## config.mk

```make
export PLATFORM = sky130hd
export DESIGN_NAME = sonet_frame_aligner
export DESIGN_NICKNAME = d
export VERILOG_FILES = /design/src/rtl/sfa_pkg.sv /design/src/rtl/sfa_shifter.sv /design/src/rtl/sfa_bit_timer.sv /design/src/rtl/sfa_frame_counter.sv /design/src/rtl/sonet_frame_aligner.sv
export SDC_FILE = /design/constraint.sdc
export NUM_CORES = 1
export LEC_CHECK = 0
export ABC_AREA = 1
export BUFFER_PORTS_ARGS = -buffer_cell sky130_fd_sc_hd__buf_4
export CAP_MARGIN = 20
export CORE_MARGIN = 2
export CORE_UTILIZATION = 50
export CTS_CLUSTER_SIZE = 10
export DETAILED_ROUTE_END_ITERATION = 10
export PLACE_DENSITY = 0.75
export REMOVE_ABC_BUFFERS = 1
export SLEW_MARGIN = 30
export SYNTH_ARGS = -nofsm -noshare
export SYNTH_HDL_FRONTEND = slang
export SYNTH_HIERARCHICAL = 1
export SYNTH_SLANG_ARGS = --single-unit
```

## constraint.sdc

```tcl
create_clock -name clk -period 4.4 [get_ports clk]
set_input_delay 0.88 -clock clk [delete_from_list [all_inputs] [get_ports clk]]
set_output_delay 0.88 -clock clk [all_outputs]
set_load 0.05 [all_outputs]
```

## src/rtl/sfa_pkg.sv

```systemverilog
// Package: shared constants and helpers for the SONET frame aligner.
// Assumes the first-received bit of each byte is its MSB.
package sfa_pkg;

    localparam int          BYTE_W     = 8;
    localparam int          PAT_SIDE   = 3;                     // A1 bytes, then A2 bytes, in the word
    localparam int          PAT_W      = 2 * PAT_SIDE * BYTE_W; // 48-bit framing word
    localparam logic [7:0]  A1_BYTE    = 8'hF6;
    localparam logic [7:0]  A2_BYTE    = 8'h28;

    // Build the framing word: PAT_SIDE A1 bytes, then PAT_SIDE A2 bytes.
    function automatic logic [PAT_W-1:0] framing_word();
        logic [PAT_W-1:0] w;
        w = '0;
        for (int i = 0; i < 2 * PAT_SIDE; i++) begin
            w = {w[PAT_W-BYTE_W-1:0], (i < PAT_SIDE) ? A1_BYTE : A2_BYTE};
        end
        return w;
    endfunction

endpackage

```

## src/rtl/sfa_shifter.sv

```systemverilog
// Serial shift window and framing-word comparator.
// Shifts ser_in in on every bit clock with the newest bit at the LSB, and
// flags a match when the registered window holds the whole framing word.
// Assumes the serial stream arrives MSB first.
module sfa_shifter #(
    parameter int WIN_W  = sfa_pkg::PAT_W,
    parameter int BYTE_W = sfa_pkg::BYTE_W
) (
    input  logic              clk,
    input  logic              rst_n,
    input  logic              ser_in,
    output logic              pat_match,
    output logic [BYTE_W-1:0] next_byte
);
    localparam logic [WIN_W-1:0] PATTERN = sfa_pkg::framing_word();

    logic [WIN_W-1:0] window;

    // Shift the incoming bit into the comparison window.
    always_ff @(posedge clk) begin
        if (!rst_n) window <= '0;
        else        window <= {window[WIN_W-2:0], ser_in};
    end

    // Compare the whole window against the framing word.
    always_comb pat_match = (window == PATTERN);

    // Byte that is complete once the current input bit has been taken.
    always_comb next_byte = {window[BYTE_W-2:0], ser_in};
endmodule

```

## src/rtl/sfa_bit_timer.sv

```systemverilog
// Bit-in-byte counter that sets the byte boundary.
// On realign, the bit taken in that cycle is counted as the first bit of a
// new byte. byte_last marks the cycle that takes the final bit of a byte.
module sfa_bit_timer #(
    parameter int BYTE_W = sfa_pkg::BYTE_W
) (
    input  logic clk,
    input  logic rst_n,
    input  logic realign,
    output logic byte_last
);
    localparam int CNT_W = $clog2(BYTE_W);

    logic [CNT_W-1:0] bit_cnt;

    // Count bits already gathered into the current byte.
    always_ff @(posedge clk) begin
        if (!rst_n)       bit_cnt <= '0;
        else if (realign) bit_cnt <= CNT_W'(1);
        else if (byte_last) bit_cnt <= '0;
        else              bit_cnt <= bit_cnt + CNT_W'(1);
    end

    // The eighth bit of a byte is taken in this cycle.
    always_comb byte_last = (bit_cnt == CNT_W'(BYTE_W - 1));
endmodule

```

## src/rtl/sfa_frame_counter.sv

```systemverilog
// Byte position within the frame, with a length chosen by mode.
// Position 0 is the first byte after the framing word. Realign restarts
// the count; advance steps it once per delivered byte, wrapping at the
// frame length.
module sfa_frame_counter #(
    parameter int ROWS      = 9,
    parameter int STS1_COLS = 90,
    parameter int LOW_N     = 3,
    parameter int HIGH_N    = 12
) (
    input  logic clk,
    input  logic rst_n,
    input  logic sts12_mode,
    input  logic realign,
    input  logic advance,
    output logic at_start
);
    localparam int LEN_LOW  = ROWS * STS1_COLS * LOW_N;
    localparam int LEN_HIGH = ROWS * STS1_COLS * HIGH_N;
    localparam int POS_W    = $clog2(LEN_HIGH);

    logic [POS_W-1:0] pos;
    logic [POS_W-1:0] last_pos;

    // Last byte index of the frame for the selected geometry.
    always_comb last_pos = sts12_mode ? POS_W'(LEN_HIGH - 1) : POS_W'(LEN_LOW - 1);

    // Track the byte position, restarting on realignment.
    always_ff @(posedge clk) begin
        if (!rst_n)        pos <= '0;
        else if (realign)  pos <= '0;
        else if (advance)  pos <= (pos >= last_pos) ? '0 : pos + POS_W'(1);
    end

    // The byte now completing is the first one of a frame.
    always_comb at_start = (pos == '0);
endmodule

```

## src/rtl/sonet_frame_aligner.sv

```systemverilog
// SONET receive frame aligner, top level.
// Finds the A1/A2 framing word on the serial stream and fixes the byte
// boundary from it. Delivers MSB-first bytes with a one-clock strobe and
// flags the first byte of each frame. Realignment is allowed while oof is
// high, and during the hunt that follows reset until the first lock.
// Assumes ser_in is already retimed to clk.
module sonet_frame_aligner #(
    parameter int ROWS      = 9,
    parameter int STS1_COLS = 90
) (
    input  logic       clk,
    input  logic       rst_n,
    input  logic       ser_in,
    input  logic       oof,
    input  logic       sts12_mode,
    output logic [7:0] byte_out,
    output logic       byte_stb,
    output logic       frame_pulse
);
    logic       pat_match;
    logic [7:0] next_byte;
    logic       byte_last;
    logic       at_start;
    logic       hunt;
    logic       realign;
    logic       byte_done;

    sfa_shifter #(.WIN_W(sfa_pkg::PAT_W), .BYTE_W(8)) u_shift (
        .clk       (clk),
        .rst_n     (rst_n),
        .ser_in    (ser_in),
        .pat_match (pat_match),
        .next_byte (next_byte)
    );

    // Realignment is allowed when out-of-frame, or before the first lock.
    always_comb realign   = pat_match && (oof || hunt);
    always_comb byte_done = byte_last && !realign;

    sfa_bit_timer #(.BYTE_W(8)) u_timer (
        .clk       (clk),
        .rst_n     (rst_n),
        .realign   (realign),
        .byte_last (byte_last)
    );

    sfa_frame_counter #(.ROWS(ROWS), .STS1_COLS(STS1_COLS)) u_frame (
        .clk        (clk),
        .rst_n      (rst_n),
        .sts12_mode (sts12_mode),
        .realign    (realign),
        .advance    (byte_done),
        .at_start   (at_start)
    );

    // Hunt flag: set by reset, cleared by the first lock.
    always_ff @(posedge clk) begin
        if (!rst_n)       hunt <= 1'b1;
        else if (realign) hunt <= 1'b0;
    end

    // Output register: byte, strobe and frame pulse.
    always_ff @(posedge clk) begin
        if (!rst_n) begin
            byte_out    <= '0;
            byte_stb    <= 1'b0;
            frame_pulse <= 1'b0;
        end else begin
            byte_stb <= 1'b0;
            if (realign) begin
                frame_pulse <= 1'b0;
            end else if (byte_done) begin
                byte_out    <= next_byte;
                byte_stb    <= 1'b1;
                frame_pulse <= at_start && !hunt;
            end
        end
    end
endmodule

```

* Word level (Yosys, flattened, before mapping)
Cells that the tools add are included.
Word-level totals: bits in registers 76, input port bits 5, output and inout port bits 10, word-level logic and storage cells 30
Operators by class: $add $sub $neg 2, order comparisons 1, equal/unequal tests 2, mux-type cells 5, bitwise logic cells 2, reductions and logical operators 10
Operators by type and width (count):
- $eq 48x48->1 const B | 1
- $mux 14 | 2
- $add 14x1->14 const B | 1
- $ge 14x14->1 | 1
- $logic_not 14->1 | 1
- $add 3x1->3 const B | 1
- $eq 3x3->1 const B | 1
- $logic_and 1x1->1 | 3
- $mux 1 | 3
- $reduce_or 3->1 | 1
- $logic_not 1->1 | 2
- $not 1->1 | 2
- $reduce_and 2->1 | 1
- $reduce_or 2->1 | 1
- $logic_or 1x1->1 | 1

* Logic depth before layout (Yosys ltp)
Gate-level depths: netlist of the first run.
depth after elaboration 5, depth in mapped cells 19, depth with buffers taken out 18

* Cells and area by module
The synthesis of the first run kept the hierarchy.
Modules (own cells, without submodules):
- sfa_shifter | times used 1, cells each 220, area each 1667.8 µm², sequential area each 960.9 µm²
- sfa_frame_counter | times used 1, cells each 142, area each 953.4 µm², sequential area each 280.3 µm²
- sonet_frame_aligner | times used 1, cells each 68, area each 491.7 µm², sequential area each 220.2 µm²
- sfa_bit_timer | times used 1, cells each 15, area each 127.6 µm², sequential area each 60.1 µm²

* Worst setup path after synthesis of the first run
Ideal clock, no wire load.
path type input -> register, start point input port oof, end point register u_frame.pos[9], arrival time 2.016 ns, data required time 4.284 ns, path slack 2.268 ns, stages on the path 10, path buffers 1, cells stage by stage o21ai_4 -> nand2_1 -> inv_1 -> buf_6 -> nand2_1 -> nor2_4 -> nand2_4 -> nor2_4 -> xor2_1 -> nor2_1
On the way: word-level cells in the longest chain between the ends 4
RTL lines:
- start, declared | RTL line sonet_frame_aligner.sv:14 | input logic oof,
- $logic_or 1x1->1 | RTL line sonet_frame_aligner.sv:37 | always_comb realign = pat_match && (oof || hunt);
- $logic_and 1x1->1 | RTL line sonet_frame_aligner.sv:37
- $logic_not 1->1 | RTL line sonet_frame_aligner.sv:38 | always_comb byte_done = byte_last && !realign;
- $logic_and 1x1->1 | RTL line sonet_frame_aligner.sv:38
- via byte_done | RTL line sonet_frame_aligner.sv:26 | logic byte_done;
- end signal, assigned | RTL line sfa_frame_counter.sv:32 | else if (advance) pos <= (pos >= last_pos) ? '0 : pos + POS_W'(1);
- end, declared | RTL line sfa_frame_counter.sv:22 | logic [POS_W-1:0] pos;
The timed path passes the listed nets, and every way through them passes these cells. A chain may end at the register's enable or synchronous reset.

* Worst setup path after layout of the first run
start point register u_timer.bit_cnt[0], end point register u_frame.pos[9]
On the way: word-level cells in the longest chain between the ends 2
RTL lines:
- start, declared | RTL line sfa_bit_timer.sv:14 | logic [CNT_W-1:0] bit_cnt;
- start signal, assigned | RTL line sfa_bit_timer.sv:21 | else bit_cnt <= bit_cnt + CNT_W'(1);
- $eq 3x3->1 | RTL line sfa_bit_timer.sv:25 | always_comb byte_last = (bit_cnt == CNT_W'(BYTE_W - 1));
- via byte_last | RTL line sonet_frame_aligner.sv:22 | logic byte_last;
- $logic_and 1x1->1 | RTL line sonet_frame_aligner.sv:38
- via byte_done | RTL line sonet_frame_aligner.sv:26
The timed path passes the listed nets, and every way through them passes these cells.

==> results.md, run 1 <==
- Crit Path Category: register to register
- Register area: 1521 um2
- Clock tree buffer depth: 2
- GP Congestion: 0.7897
- Port bufs: 14
- First-pass GRT wire length: just over 9 mm
- Routed WL: 5.139 mm
- Largest net degree at the start of global routing: 64
- Relative slew margins: 56.22%
- RSZ-0062 raised after global routing: false
- Crit share post-route: a little over half
- Area growth, synth to finish: 7.799%
- Startpoint class of the critical path: register
- Cell Area, Placed: approximately 3300 um2
- Synth Area in Adders: ~3.9%
- Syn Inst Count: 445
- Synth Register Bits: 76
- Die Area: between 7000 and 8000 um2
- # IOs: 15
- Die X-Extent: 84.51 um
- Antenna fix cells: 0
- Mux contribution to synthesized area: 0%
- Sequential share of the synthesized area: ~47%
- Final max-slew violation count: 0
- GR Util All Layers: 16.03%
- Status: finished clean
- Worst hold path type: register to register
- Initial DRC Count: 96
- Setup TNS: 0 ps
- Skew final: 11.05 ps
- Fmax: 425.9 MHz
- Layout cells sized above 1: ~8.6%
- Clock slew at reported path FFs: about 80 ps
- Clock Root Buffer: clkbuf_8
- Compound-Gate Fraction of Synth Area: under 10%
- Vias in the first global route: 2291
- CTS buffer count: 9
- Number of max-cap violations: 0
- Multi-input gate area: about 1200 um2
- DR WL/cell: 9.642 um
- Ranking of synthesized cells by area: dfxtp_1 (47%), nand2_1 (14%), inv_1 (12%)
- Chip height: 84.51 um
- Worst-Skew Late Latency: 350 ps
- GR peak layer: met2
- Post-Syn Area per Cell: approximately 7.3 um2
- H-tree Lvls: 3
- Cell Pwr Density: 357.8 nW/um2
- CTS tree: done
- Post-CTS setup buffers: 0
- Peak supply drop: 260.7 uV
- ANT nets after route: 0
- Final hold viol count: 0
- Req. time, crit path: approximately 4600 ps
- Grt met1 use: 17.45%
- Antenna violations before repair: 0
- Hpwl dp: approximately 3.6 mm
- CTS hold repair buffers: 0
- Count leader, synth: nand2_1
- Static leakage: about 0.0018 uW
- Post-synth top area cell: dfxtp_1
- # clock sinks: 76
- WP data arrival: 2580 ps
- Synth cell count leaders: nand2_1 (119), inv_1 (107), dfxtp_1 (76)
- Critical Path End Type: register
- Final instance area: 3493 um2
- Worst-Margin Slew: 656.7 ps
- Rows: 29
- Post-synthesis xor/xnor area fraction: 1.622%
- NumNets Final: 466
- GR Layer Usage met2: 27.49%
- Met3 Use GR: 6.293%
- Initial Utilization: roughly half
- Simple-gate share of the synthesized area: 27.22%
- Mapped cell area: roughly 3200 um2
- Post-synth ARST share: 0%
- Ys Warns: 6
- Main combinational cell family by area after synthesis: simple AND/OR/NAND/NOR gates
- Netlist cell types: 26
- EDFF count, synth: 0
- CORE AREA: 6314 um2
- Via count: 2412
- Post-synth top flop: dfxtp_1
- Vias/cell: 4.525
- # fillers: about 620
- CP Max Fanout: 19
- Post_cts resized: 0
- DR pass1 iterations: 4
- Final setup vio count: 0
- Remaining global-route overflow: 0
- Minimum clock period: 2348 ps
- Yosys top cell area share: 46.95%
- Residual DRC: 0
cells in the final DEF, fill, tap and decap left out, types with 2 or more instances in the layout:
| cell type | instances |
|---|---|
| clkbuf_8 | 10 |
| nor4_1 | 2 |
| nor3_1 | 2 |
| ha_1 | 10 |
| a21oi_1 | 11 |
| xor2_1 | 5 |
| nand2_1 | 119 |
| nor2_1 | 51 |
| nand3_1 | 18 |
| dfxtp_1 | 76 |
| inv_1 | 107 |
| buf_4 | 14 |
| nand4_1 | 8 |
| nand2_2 | 2 |
| o21ai_0 | 4 |
| nor2_4 | 3 |
kinds of logic after synthesis:
kind of cell,Yosys count
fa+ha+maj,10
buf+inv,126
flops,76
simple gates,209
xor+xnor,6
compound gates,18
critical path, cell delays in order, from the launching register on:
cell and delay, ps:
dfxtp_1 330, ha_1 150, ha_1 570, nand2_1 220, inv_1 230, nand2_1 130, nor2_4 170, nand2_4 90
nor2_4 110, xor2_1 170, nor2_1 60
stage by stage:
stage	power [uW]	util, %	std cells	worst slack (ps)	hold slack, ps
2_1_floorplan	727.9	-	426	2104	406.9
3_3_place_gp	742.6	52.14	517	1795	409.4
3_5_place_dp	743.8	52.14	517	1719	416.0
4_1_cts	1269	55.33	533	2040	423.2
5_1_grt	1304	55.33	533	1778	436.3
6_report	1250	55.33	533	2052	424.9
state kept, by name, indices dropped and copies added, names as in the netlist:
name             count
u_shift/window      48
u_frame/pos         14
byte_out             8
u_timer/bit_cnt      3
byte_stb             1
frame_pulse          1
hunt                 1
final timing paths:
kind	depth (start not counted)	startpoint	to	slack, ps
hold / removal	2	u_shift/window[16]	u_shift/window[17]	420
setup / recovery	10	u_timer/bit_cnt[0]	u_frame/pos[9]	2050
setup reg to reg	10	u_timer/bit_cnt[0]	u_frame/pos[9]	2050
hold reg to reg	2	u_shift/window[16]	u_shift/window[17]	420
power by group:
group / switching, uW / leakage (uW) / total (uW) / internal, uW
Combinational: 22.9 / 0.00114 / 33.5 / 10.6
Sequential: 2.27 / 0.000613 / 694 / 692
Clock: 243 / 0.0000999 / 522 / 279
Total: 268 / 0.00185 / 1250 / 982
area by class of cell:
class	instances	share of cell area, %
flip-flops and latches	76	43.55
multi-input cells	243	33.42
inverters	107	11.50
clock buffers	11	4.047
repair buffers	14	3.009
well taps	77	2.758
clock inverters	5	1.719
routing by layer:
metal / up-vias / part of all wire (%)
met5: - / 0
met4: 0 / 1.9
met3: 9 / 4.1
met2: 30 / 47
met1: 1075 / 47
li1: 1298 / -
Power figures use the tool's default switching activity.
==> inputs of run 2 (changes only) <==
--- a/config.mk
+++ b/config.mk
@@ -12,7 +12,7 @@
 export CORE_UTILIZATION = 50
 export CTS_CLUSTER_SIZE = 10
 export DETAILED_ROUTE_END_ITERATION = 10
-export PLACE_DENSITY = 0.75
+export PLACE_DENSITY = 0.78
 export REMOVE_ABC_BUFFERS = 1
 export SLEW_MARGIN = 30
 export SYNTH_ARGS = -nofsm -noshare
==> constraint.sdc (replaced) <==
create_clock -name clk -period 2 [get_ports clk]
set_input_delay 0.4 -clock clk [delete_from_list [all_inputs] [get_ports clk]]
set_output_delay 0.4 -clock clk [all_outputs]
set_load 0.05 [all_outputs]
==> run 2 against run 1 <==
Against the previous run:
- clock skew fell by 2.1 ps
- highest routed layer unchanged
- maximum frequency increased by 28%
- clock-buffer cell count grew 2
- sequential share of layout area is 0.60 points lower
==> results.md, run 2 (synthesis gave the netlist of run 1 again) <==
- Hpwl dp: 3.797 mm (+5.7%)
- Startpoint class of the critical path: register
- CP Max Fanout: 8 (-11)
- Clock share of power: 39.7% (-2.1 points)
- H-tree Lvls: 3 (unchanged)
- Via count: 2375 (-1.5%)
- Rows: 29 (unchanged)
- Minimum clock period: 1829 ps (-519.1 ps)
- Psw: 565.4 uW (+110%)
- Commonest non-fill, non-tap cell in the layout: nand2_1
- Cell Pwr Density: 752.0 nW/um2 (+110%)
- CTS tree: done
- Die Area: 7141 um2 (unchanged)
- Logic pwr share: 2.9% (+0.2 points)
- Worst-Skew Late Latency: 330 ps (-20 ps)
- # IOs: 15 (unchanged)
- NumNets Final: 472 (+1.3%)
- CTS hold repair buffers: 0 (unchanged)
- Clock tree buffer depth: 2 (unchanged)
- Relative slew margins: 77.49% (+21 points)
- Largest net degree at the start of global routing: 38 (-41%)
- Reg with most FFs: u_shift/window
- Max reg flops: 48 (unchanged)
- Top flop regs: u_shift/window: 48 flops, u_frame/pos: 14 flops, byte_out: 8 flops
- Vias in the first global route: 2308 (+0.74%)
- Req. time, crit path: 2220 ps (-2410 ps)
- Clock Root Buffer: clkbuf_8
- Static leakage: 0.001869 uW (+1.1%)
- DR pass1 iterations: 4 (unchanged)
- Crit Path Category: register to register
- Fmax: 546.8 MHz (+28%)
- GR Util All Layers: 16.08% (+0.049 points)
- # clock sinks: 76 (unchanged)
- Antenna violations before repair: 0 (unchanged)
- ANT nets after route: 0 (unchanged)
- Final hold viol count: 0 (unchanged)
- Peak supply drop: 749.7 uV (+190%)
- Clock slew at reported path FFs: 70 ps (about the same)
- Layout cells sized above 1: 10.82% (+2.3 points)
- Commonest cells after routing, fill and taps aside: nand2_1 (118), inv_1 (106), dfxtp_1 (75)
- Die X-Extent: 84.51 um (unchanged)
- Residual DRC: 0 (unchanged)
- Net Sw Frac: 21.21% (-0.24 points)
- Flop pwr share: 57.3% (+1.8 points)
- Final max-slew violation count: 0 (unchanged)
- GP Congestion: 0.8891 (+13%)
- Remaining global-route overflow: 0 (unchanged)
- WP data arrival: 2050 ps (-530 ps)
- Crit share post-route: 91.45% (+38 points)
- CTS buffer count: 9 (unchanged)
- Worst hold path type: input pin to register
- Chip height: 84.51 um (unchanged)
- Port bufs: 14 (unchanged)
- Worst-Margin Slew: 337.7 ps (-319.0 ps)
- Vias/cell: 4.406 (-2.6%)
- # fillers: 585 (-6.1%)
- Skew final: 8.954 ps (-2.098 ps)
- Routed WL: 5.193 mm (+1.1%)
- Area growth, synth to finish: 9.382%
- Critical Path End Type: register
- CORE AREA: 6314 um2 (unchanged)
- Status: finished clean
- Antenna fix cells: 0 (unchanged)
- Number of max-cap violations: 0 (unchanged)
- Initial Utilization: 51.33% (unchanged)
- Register area: 1523 um2 (about the same)
- Pint: 2100 uW (+110%)
- Overall power: 2666 uW (+110%)
- Final setup vio count: 0 (unchanged)
- DR WL/cell: 9.635 um (about the same)
- Multi-input gate area: 1185 um2 (+1.5%)
- Post-layout util: 56.14% (+0.81 points)
- Initial DRC Count: 82 (-15%)
- First-pass GRT wire length: 9.397 mm (+2.4%)
[run 2: cell types whose count changed in the layout (fill, tap and decap cells not counted), sizes merged]
cell,delta
clkbuf,+2
clkinvlp,+1
inv,-1
buf,+6
bufinv,-1
clkinv,-1
[run 2: per-stage QoR]
step	cell area, um2	hold slack (ps)	cells	setup slack [ps]	setup TNS (ps)
after floorplan	3090	406.9	426	8.451	0
after global placement	3329	409.3	522	97.16	0
after detailed placement	3329	415.6	522	58.83	0
after CTS	3523	250.8	538	80.17	0
after global routing	3545	266.0	539	-14.99	-25.23
final	3545	265.4	539	171.0	0
[run 2: critical path: stages, from the launching register on]
cell and delay [ps]:
dfxtp_1 360, inv_1 50, nand2_1 50, nor2_1 40, nand2_1 90, nor2_2 50
nand2_1 100, nor2_4 60, o21ai_4 60, nand2_2 70, inv_2 120, nand2_1 100
nor2_4 150, nand2_4 90, nor2_4 110, xor2_1 150, nor2_1 60
[run 2: layer usage]
layer  global-route usage, %  part of all wire [%]
met1                   18.33                    46
met2                   29.06                    51
met3                   3.441                   2.2
met4                   6.494                  0.83
met5                       0                     0
[run 2: what timing repair did]
| item | in CTS | in global routing |
|---|---|---|
| endpoints found under the setup margin | 8 | 13 |
| buffers inserted | 0 | 1 |
| resized for setup | 3 | 4 |
| pin swaps | 0 | 3 |
[run 2: final timing paths]
| check | cells past startpoint | slack [ps] | start | end |
|---|---|---|---|---|
| max | 16 | 170 | u_shift/window[4] | u_frame/pos[9] |
| min | 3 | 270 | ser_in | u_shift/window[0] |
| max reg2reg | 16 | 170 | u_shift/window[4] | u_frame/pos[9] |
| min reg2reg | 2 | 420 | u_shift/window[7] | u_shift/window[8] |
[run 2: power groups by stage]
stage	clock, uW	combinational [uW]	sequential (uW)
2_1_floorplan	0	34.6	1570
3_3_place_gp	0	75.1	1560
3_5_place_dp	0	77.9	1560
4_1_cts	1090	78.6	1530
5_1_grt	1170	91.0	1530
6_report	1060	78.3	1530
[run 2: layout make-up]
cell class                 instances  share of cell area [%]
sequential                        76                   42.96
inverter                         107                   11.33
tap                               77                   2.718
clock buffer                      13                   4.765
timing repair buffer              20                   4.236
multi-input combinational        243                   33.43
clock inverter                     3                  0.5648
